### src/rtl/prt_pkg.sv
package prt_pkg;
  typedef enum logic {
    VFY_GOOD = 1'b0,
    VFY_BAD  = 1'b1
  } vfy_kind_e;
endpackage

### src/rtl/prt_slot_alloc.sv
module prt_slot_alloc #(
  parameter int SLOTS  = 4,
  parameter int SLOT_W = 2
) (
  input  logic              clk,
  input  logic              rst,
  input  logic              alloc_en,
  input  logic              free_en,
  input  logic [SLOT_W-1:0] free_idx,
  output logic              ready_q,
  output logic [SLOT_W-1:0] slot_q,
  output logic [SLOTS-1:0]  busy_q
);
  logic [SLOTS-1:0]  busy_d;
  logic [SLOT_W-1:0] pick_d;
  logic              found_d;

  always_comb begin
    busy_d = busy_q;
    if (alloc_en) busy_d[slot_q]   = 1'b1;
    if (free_en)  busy_d[free_idx] = 1'b0;
  end

  // lowest free slot of the next occupancy, so ready/slot leave a register
  always_comb begin
    pick_d  = '0;
    found_d = 1'b0;
    for (int s = SLOTS - 1; s >= 0; s--) begin
      if (!busy_d[s]) begin
        pick_d  = SLOT_W'(s);
        found_d = 1'b1;
      end
    end
  end

  always_ff @(posedge clk) begin
    if (rst) begin
      busy_q  <= '0;
      ready_q <= 1'b1;
      slot_q  <= '0;
    end else begin
      busy_q  <= busy_d;
      ready_q <= found_d;
      slot_q  <= pick_d;
    end
  end

  AST_ALLOC_FREE: assert property (@(posedge clk) disable iff (rst)
    alloc_en |-> (ready_q && !busy_q[slot_q]));
  AST_NO_ALLOC_WHEN_FULL: assert property (@(posedge clk) disable iff (rst)
    (!ready_q && !free_en) |=> $stable(busy_q));
  AST_SLOT_FREED: assert property (@(posedge clk) disable iff (rst)
    free_en |=> !busy_q[$past(free_idx)]);
endmodule

### src/rtl/prt_vec_table.sv
module prt_vec_table #(
  parameter int ENTRIES = 8,
  parameter int SLOTS   = 4,
  parameter int NSRC    = 2,
  parameter int TAG_W   = 3,
  parameter int SLOT_W  = 2
) (
  input  logic                     clk,
  input  logic                     rst,
  input  logic                     wr_en,
  input  logic [TAG_W-1:0]         wr_tag,
  input  logic [NSRC-1:0]          src_vld,
  input  logic [NSRC*TAG_W-1:0]    src_tag,
  input  logic                     own_en,
  input  logic [SLOT_W-1:0]        own_slot,
  input  logic                     clr_en,
  input  logic [SLOT_W-1:0]        clr_idx,
  input  logic                     ret_en,
  input  logic [TAG_W-1:0]         ret_tag,
  output logic [SLOTS-1:0]         new_vec,
  output logic [ENTRIES*SLOTS-1:0] vec_flat,
  output logic [ENTRIES-1:0]       live
);
  logic [SLOTS-1:0]   vec_q [ENTRIES];
  logic [ENTRIES-1:0] live_q;
  logic [SLOTS-1:0]   clr_mask;
  logic [SLOTS-1:0]   col_live;

  // union of live producers plus the operation's own slot
  always_comb begin
    new_vec = '0;
    for (int s = 0; s < NSRC; s++) begin
      if (src_vld[s] && live_q[src_tag[s*TAG_W +: TAG_W]])
        new_vec = new_vec | vec_q[src_tag[s*TAG_W +: TAG_W]];
    end
    if (own_en) new_vec[own_slot] = 1'b1;
  end

  always_comb begin
    clr_mask = '0;
    if (clr_en) clr_mask[clr_idx] = 1'b1;
  end

  always_ff @(posedge clk) begin
    if (rst) begin
      live_q <= '0;
      for (int e = 0; e < ENTRIES; e++) vec_q[e] <= '0;
    end else begin
      for (int e = 0; e < ENTRIES; e++) begin
        if (wr_en && wr_tag == TAG_W'(e)) begin
          live_q[e] <= 1'b1;
          vec_q[e]  <= new_vec & ~clr_mask;
        end else begin
          if (ret_en && ret_tag == TAG_W'(e)) live_q[e] <= 1'b0;
          vec_q[e] <= vec_q[e] & ~clr_mask;
        end
      end
    end
  end

  genvar g;
  generate
    for (g = 0; g < ENTRIES; g++) begin : g_flat
      assign vec_flat[g*SLOTS +: SLOTS] = vec_q[g];
    end
  endgenerate
  assign live = live_q;

  always_comb begin
    col_live = '0;
    for (int e = 0; e < ENTRIES; e++)
      if (live_q[e]) col_live = col_live | vec_q[e];
  end

  AST_CLEAR_COLUMN: assert property (@(posedge clk) disable iff (rst)
    clr_en |=> !col_live[$past(clr_idx)]);
  AST_RETIRE_DROPS: assert property (@(posedge clk) disable iff (rst)
    (ret_en && !(wr_en && wr_tag == ret_tag)) |=> !live_q[$past(ret_tag)]);
  AST_OWN_BIT: assert property (@(posedge clk) disable iff (rst)
    (wr_en && own_en) |=> vec_q[$past(wr_tag)][$past(own_slot)]);
endmodule

### src/rtl/prt_match.sv
module prt_match #(
  parameter int ENTRIES = 8,
  parameter int SLOTS   = 4,
  parameter int TAG_W   = 3,
  parameter int SLOT_W  = 2
) (
  input  logic                     clk,
  input  logic                     rst,
  input  logic [ENTRIES-1:0]       live,
  input  logic [ENTRIES*SLOTS-1:0] vec_flat,
  input  logic                     wr_en,
  input  logic [TAG_W-1:0]         wr_tag,
  input  logic [SLOTS-1:0]         new_vec,
  input  logic                     ret_en,
  input  logic [TAG_W-1:0]         ret_tag,
  input  logic                     bc_en,
  input  logic [SLOT_W-1:0]        bc_idx,
  output logic [ENTRIES-1:0]       replay_q
);
  logic [ENTRIES-1:0] hit;
  logic [ENTRIES-1:0] cand;

  // every entry compares against the broadcast slot in parallel
  always_comb begin
    for (int e = 0; e < ENTRIES; e++) begin
      if (wr_en && wr_tag == TAG_W'(e))
        hit[e] = new_vec[bc_idx];
      else
        hit[e] = live[e] && !(ret_en && ret_tag == TAG_W'(e))
                 && vec_flat[e*SLOTS + int'(bc_idx)];
    end
  end

  always_comb begin
    cand = live;
    if (ret_en) cand[ret_tag] = 1'b0;
    if (wr_en)  cand[wr_tag]  = 1'b1;
  end

  always_ff @(posedge clk) begin
    if (rst)        replay_q <= '0;
    else if (bc_en) replay_q <= hit;
    else            replay_q <= '0;
  end

  AST_QUIET_MASK: assert property (@(posedge clk) disable iff (rst)
    !bc_en |=> (replay_q == '0));
  AST_MASK_LIVE: assert property (@(posedge clk) disable iff (rst)
    bc_en |=> ((replay_q & ~$past(cand)) == '0));
endmodule

### src/rtl/poison_replay_tracker.sv
module poison_replay_tracker #(
  parameter int ENTRIES = 8,
  parameter int SLOTS   = 4,
  parameter int NSRC    = 2,
  localparam int TAG_W  = (ENTRIES > 1) ? $clog2(ENTRIES) : 1,
  localparam int SLOT_W = (SLOTS > 1) ? $clog2(SLOTS) : 1
) (
  input  logic                  clk,
  input  logic                  rst,
  input  logic                  ren_valid,
  input  logic [TAG_W-1:0]      ren_dst,
  input  logic [NSRC-1:0]       ren_src_vld,
  input  logic [NSRC*TAG_W-1:0] ren_src_tag,
  input  logic                  ren_predict,
  output logic                  ren_ready,
  output logic [SLOT_W-1:0]     ren_slot,
  input  logic                  vfy_valid,
  input  logic [SLOT_W-1:0]     vfy_slot,
  input  logic                  vfy_wrong,
  input  logic                  ret_valid,
  input  logic [TAG_W-1:0]      ret_tag,
  output logic [ENTRIES-1:0]    replay_mask
);
  import prt_pkg::*;

  logic                     ren_acc;
  logic                     own_en;
  logic                     vfy_eff;
  logic                     bc_en;
  vfy_kind_e                vfy_kind;
  logic [SLOTS-1:0]         busy;
  logic [SLOTS-1:0]         new_vec;
  logic [ENTRIES*SLOTS-1:0] vec_flat;
  logic [ENTRIES-1:0]       live;

  assign vfy_kind = vfy_kind_e'(vfy_wrong);
  assign ren_acc  = ren_valid && (!ren_predict || ren_ready);
  assign own_en   = ren_acc && ren_predict;
  assign vfy_eff  = vfy_valid && busy[vfy_slot];
  assign bc_en    = vfy_eff && (vfy_kind == VFY_BAD);

  prt_slot_alloc #(.SLOTS(SLOTS), .SLOT_W(SLOT_W)) u_alloc (
    .clk      (clk),
    .rst      (rst),
    .alloc_en (own_en),
    .free_en  (vfy_eff),
    .free_idx (vfy_slot),
    .ready_q  (ren_ready),
    .slot_q   (ren_slot),
    .busy_q   (busy)
  );

  prt_vec_table #(
    .ENTRIES(ENTRIES), .SLOTS(SLOTS), .NSRC(NSRC), .TAG_W(TAG_W), .SLOT_W(SLOT_W)
  ) u_table (
    .clk      (clk),
    .rst      (rst),
    .wr_en    (ren_acc),
    .wr_tag   (ren_dst),
    .src_vld  (ren_src_vld),
    .src_tag  (ren_src_tag),
    .own_en   (own_en),
    .own_slot (ren_slot),
    .clr_en   (vfy_eff),
    .clr_idx  (vfy_slot),
    .ret_en   (ret_valid),
    .ret_tag  (ret_tag),
    .new_vec  (new_vec),
    .vec_flat (vec_flat),
    .live     (live)
  );

  prt_match #(
    .ENTRIES(ENTRIES), .SLOTS(SLOTS), .TAG_W(TAG_W), .SLOT_W(SLOT_W)
  ) u_match (
    .clk      (clk),
    .rst      (rst),
    .live     (live),
    .vec_flat (vec_flat),
    .wr_en    (ren_acc),
    .wr_tag   (ren_dst),
    .new_vec  (new_vec),
    .ret_en   (ret_valid),
    .ret_tag  (ret_tag),
    .bc_en    (bc_en),
    .bc_idx   (vfy_slot),
    .replay_q (replay_mask)
  );

  AST_FREE_SLOT_IGNORED: assert property (@(posedge clk) disable iff (rst)
    (vfy_valid && !busy[vfy_slot]) |=> (replay_mask == '0));
  AST_FULL_DROPS_PRED: assert property (@(posedge clk) disable iff (rst)
    (ren_valid && ren_predict && !ren_ready && !vfy_eff) |=> !ren_ready);
endmodule

### config.mk
export PLATFORM = sky130hd
export DESIGN_NAME = poison_replay_tracker
export DESIGN_NICKNAME = d
export VERILOG_FILES = /design/src/rtl/prt_pkg.sv /design/src/rtl/prt_slot_alloc.sv /design/src/rtl/prt_vec_table.sv /design/src/rtl/prt_match.sv /design/src/rtl/poison_replay_tracker.sv
export SDC_FILE = /design/constraint.sdc
export NUM_CORES = 1
export LEC_CHECK = 0
export BUFFER_PORTS_ARGS = -buffer_cell sky130_fd_sc_hd__buf_2
export CELL_PAD_IN_SITES_DETAIL_PLACEMENT = 1
export CELL_PAD_IN_SITES_GLOBAL_PLACEMENT = 1
export CORE_MARGIN = 5
export CORE_UTILIZATION = 50
export CTS_CLUSTER_SIZE = 40
export DETAILED_ROUTE_END_ITERATION = 10
export PLACE_DENSITY_LB_ADDON = 0.08
export SYNTH_ARGS = -nofsm -noshare
export SYNTH_HDL_FRONTEND = slang
export SYNTH_SLANG_ARGS = --single-unit
### constraint.sdc
create_clock -name clk -period 6 [get_ports clk]
set_clock_uncertainty 0.15 [all_clocks]
set_input_delay 0.3 -clock clk [delete_from_list [all_inputs] [get_ports clk]]
set_output_delay 0.3 -clock clk [all_outputs]
set_load 0.005 [all_outputs]
==> results.json <==
{
  "cts-resized-gates": 0,
  "setup_viol": 0,
  "synthArstFlopShare_pct": 0,
  "placementRows": 31,
  "fmax_mhz": 360,
  "synth_edf_count": 32,
  "leakage_nw": 1.49,
  "ir_drop_v": 0.000149,
  "rsz0062_at_grt": "no",
  "worstPathRequired_ns": 5.94,
  "crit_path_end_kind": "flop",
  "highest_layer": "met4",
  "fin_util_pct": 55.9,
  "core_area_um2": 7210,
  "synth-seq-cells": 55,
  "crit_family": "simple AND/OR/NAND/NOR gates",
  "synth_top_area_share_pct": 26.1,
  "fin_crit_ns": 2.78,
  "grt_max_degree": 31,
  "crit_buf_inv": 0,
  "crit_fanout": 16,
  "r2r-start": "u_table.vec_q[4][0]",
  "layout-drive-gt1-share_pct": 28.7,
  "clock_latency_ns": 0.33,
  "drt-met1-wl_um": 4470,
  "cts.clk_slew.worst_paths_ns": 0.11,
  "netlist_area_um2": 3680,
  "cts.sinks": 55,
  "nNetsFinal": 395,
  "max_cap_violations": 0,
  "die_w_um": 95.8,
  "arrival_ns": 2.72,
  "dr_total_vias": 3029,
  "yosys_warnings": 0,
  "fp.dieH_um": 95.8,
  "gp_congestion": 0.872,
  "antenna_found_initial": 0,
  "slew-limit-headroom_pct": 19.4,
  "hp-class": "in -> reg",
  "synth_area_leaders": "edfxtp_1 (26%), mux4_2 (13%), dfxtp_1 (13%)",
  "critPathLaunchType": "flop",
  "avgRoutedWirePerCell_um": 23.1,
  "clock-root-buffer": "clkbuf_8",
  "cts-htree-levels": 2,
  "drc": 0,
  "port_buffers": 33,
  "wirelength_um": 10900,
  "dieArea_um2": 9180,
  "viasPerCell": 6.42,
  "hpwl_um": 8090,
  "power.density_nw_per_um2": 201,
  "hold_violations": 0,
  "synth_largest_area_cell": "edfxtp_1",
  "ys_types": 43,
  "ys_seq_area_share_pct": 38.6,
  "synthCells": 322,
  "wl_met3_um": 712,
  "grt_pass1_wl_um": 17300,
  "hp-start": "ren_dst[0]",
  "place_inst": 464,
  "grt_usage_pct": 25.4,
  "cp_cell_sequence": "mux4_1 > mux2i_1 > nor3_1 > or3_1 > o221a_2",
  "pin_count": 34,
  "worst_pin_slew_ns": 1.20,
  "synth_area_per_cell_um2": 11.4,
  "path_class": "reg -> reg",
  "layoutNonFillerInstCount": 472,
  "grt_pass1_vias": 3110,
  "fin_setup_tns_ns": 0,
  "cp-startpoint": "u_table.vec_q[4][0]",
  "first_pass_iters": 4,
  "slew_violations": 0,
  "synth_ff_type": "edfxtp_1",
  "post-route-period-util_pct": 46.3,
  "cpMaxStageDelayCell": "or3_1",
  "overflow": 0,
  "initial_core_util_pct": 51.0,
  "fillers": 826,
  "area_growth_pct": 9.58,
  "drt_iter0_drc": 153,
  "cts_buffers": 5,
  "status": "finished clean",
  "antenna_cells": 0,
  "postRouteAntennaNets": 0,
  "cts_tree": "built",
  "cts_hold_buf": 0,
  "wl_met2_um": 5460,
  "cp_slowest_stage_delay_ns": 0.72,
  "postCtsSetupBuffers": 0,
  "clock_path_buffers": 2,
  "worst_hold_slack_ns": 0.201
}
-- placed cells by master, fill, tap and decap left out, types with 9 or more instances in the layout --
| cell | count |
|---|---|
| nor2_1 | 49 |
| buf_2 | 33 |
| edfxtp_1 | 32 |
| conb_1 | 32 |
| a211oi_1 | 24 |
| dfxtp_1 | 23 |
| mux4_2 | 21 |
| nor3_1 | 18 |
| nand3_1 | 12 |
| a21oi_1 | 11 |
| o211ai_2 | 11 |
| o21ai_0 | 9 |
-- registers in the layout, indices dropped and copies added, names as in the netlist --
signal / cells
u_alloc.ready_q: 1
u_match.replay_q: 8
u_table.live: 8
u_table.vec_q: 32
u_alloc.slot_q: 2
u_alloc.busy_q: 4
-- metrics by stage --
stage | cell area, um^2 | setup WS (ns) | power, mW
floorplan | 3800 | 3.60 | 0.557
global placement | 3950 | 3.05 | 0.593
detailed placement | 3950 | 2.92 | 0.600
CTS | 4040 | 3.23 | 0.812
global route | 4040 | 3.12 | 0.842
finish | 4040 | 3.22 | 0.811
-- metal layers --
metal | track usage (%) | up-vias
met4 | 8.29 | 0
met5 | 0 | -
li1 | - | 1353
met3 | 4.85 | 22
met2 | 42.2 | 110
met1 | 33.4 | 1544
-- worst min-delay path, delay by kind of cell --
family                 cells  cell delay, ns
AO/OA/AOI/OAI              1            0.06
AND/OR/NAND/NOR            1            0.14
buffers and inverters      1            0.14
-- where the power goes --
part	switching, mW	internal, mW	total (mW)
sequential	0.0204	0.420	0.440
combinational	0.0904	0.0639	0.154
clock	0.134	0.0822	0.216
-- logic make-up (layout without fill, tap and decap cells) --
| kind of cell | count (synthesis) | in the layout | share of synthesized area (%) |
|---|---|---|---|
| simple gates | 118 | 118 | 16.4 |
| mux | 40 | 40 | 20.9 |
| flops | 55 | 55 | 38.6 |
| compound gates | 79 | 79 | 19.3 |
| other cells | 1 | 32 | 0.102 |
| buf+inv | 29 | 49 | 4.65 |
-- Yosys cell counts, drive strengths merged, types with 8 or more instances --
master	instances
o21ai	9
clkbuf	9
nor3	18
buf	13
nand3	12
nor2	49
a211oi	25
mux2i	8
a21oi	11
mux4	27
edfxtp	32
or4b	8
o211ai	11
dfxtp	23
-- path summary, 6_finish.rpt --
path | to | slack, ns | cells after the start
worst max-delay path | u_table.vec_q[6][0] | 3.22 | 5
worst min-delay path | u_table.live[0] | 0.20 | 3
worst max register to register | u_table.vec_q[6][0] | 3.22 | 5
worst min register to register | u_table.live[5] | 0.40 | 2
-- layout make-up --
type / instances / area (um^2) / share of cell area, %
clock inverter: 2 / 12.5 / 0.310
sequential: 55 / 1420 / 35.2
tap: 99 / 124 / 3.07
multi-input combinational: 269 / 2210 / 54.7
clock buffer: 6 / 72.6 / 1.80
timing repair buffer: 34 / 173 / 4.28
inverter: 7 / 26.3 / 0.651
Note: power is estimated with default switching activity, not from simulation.
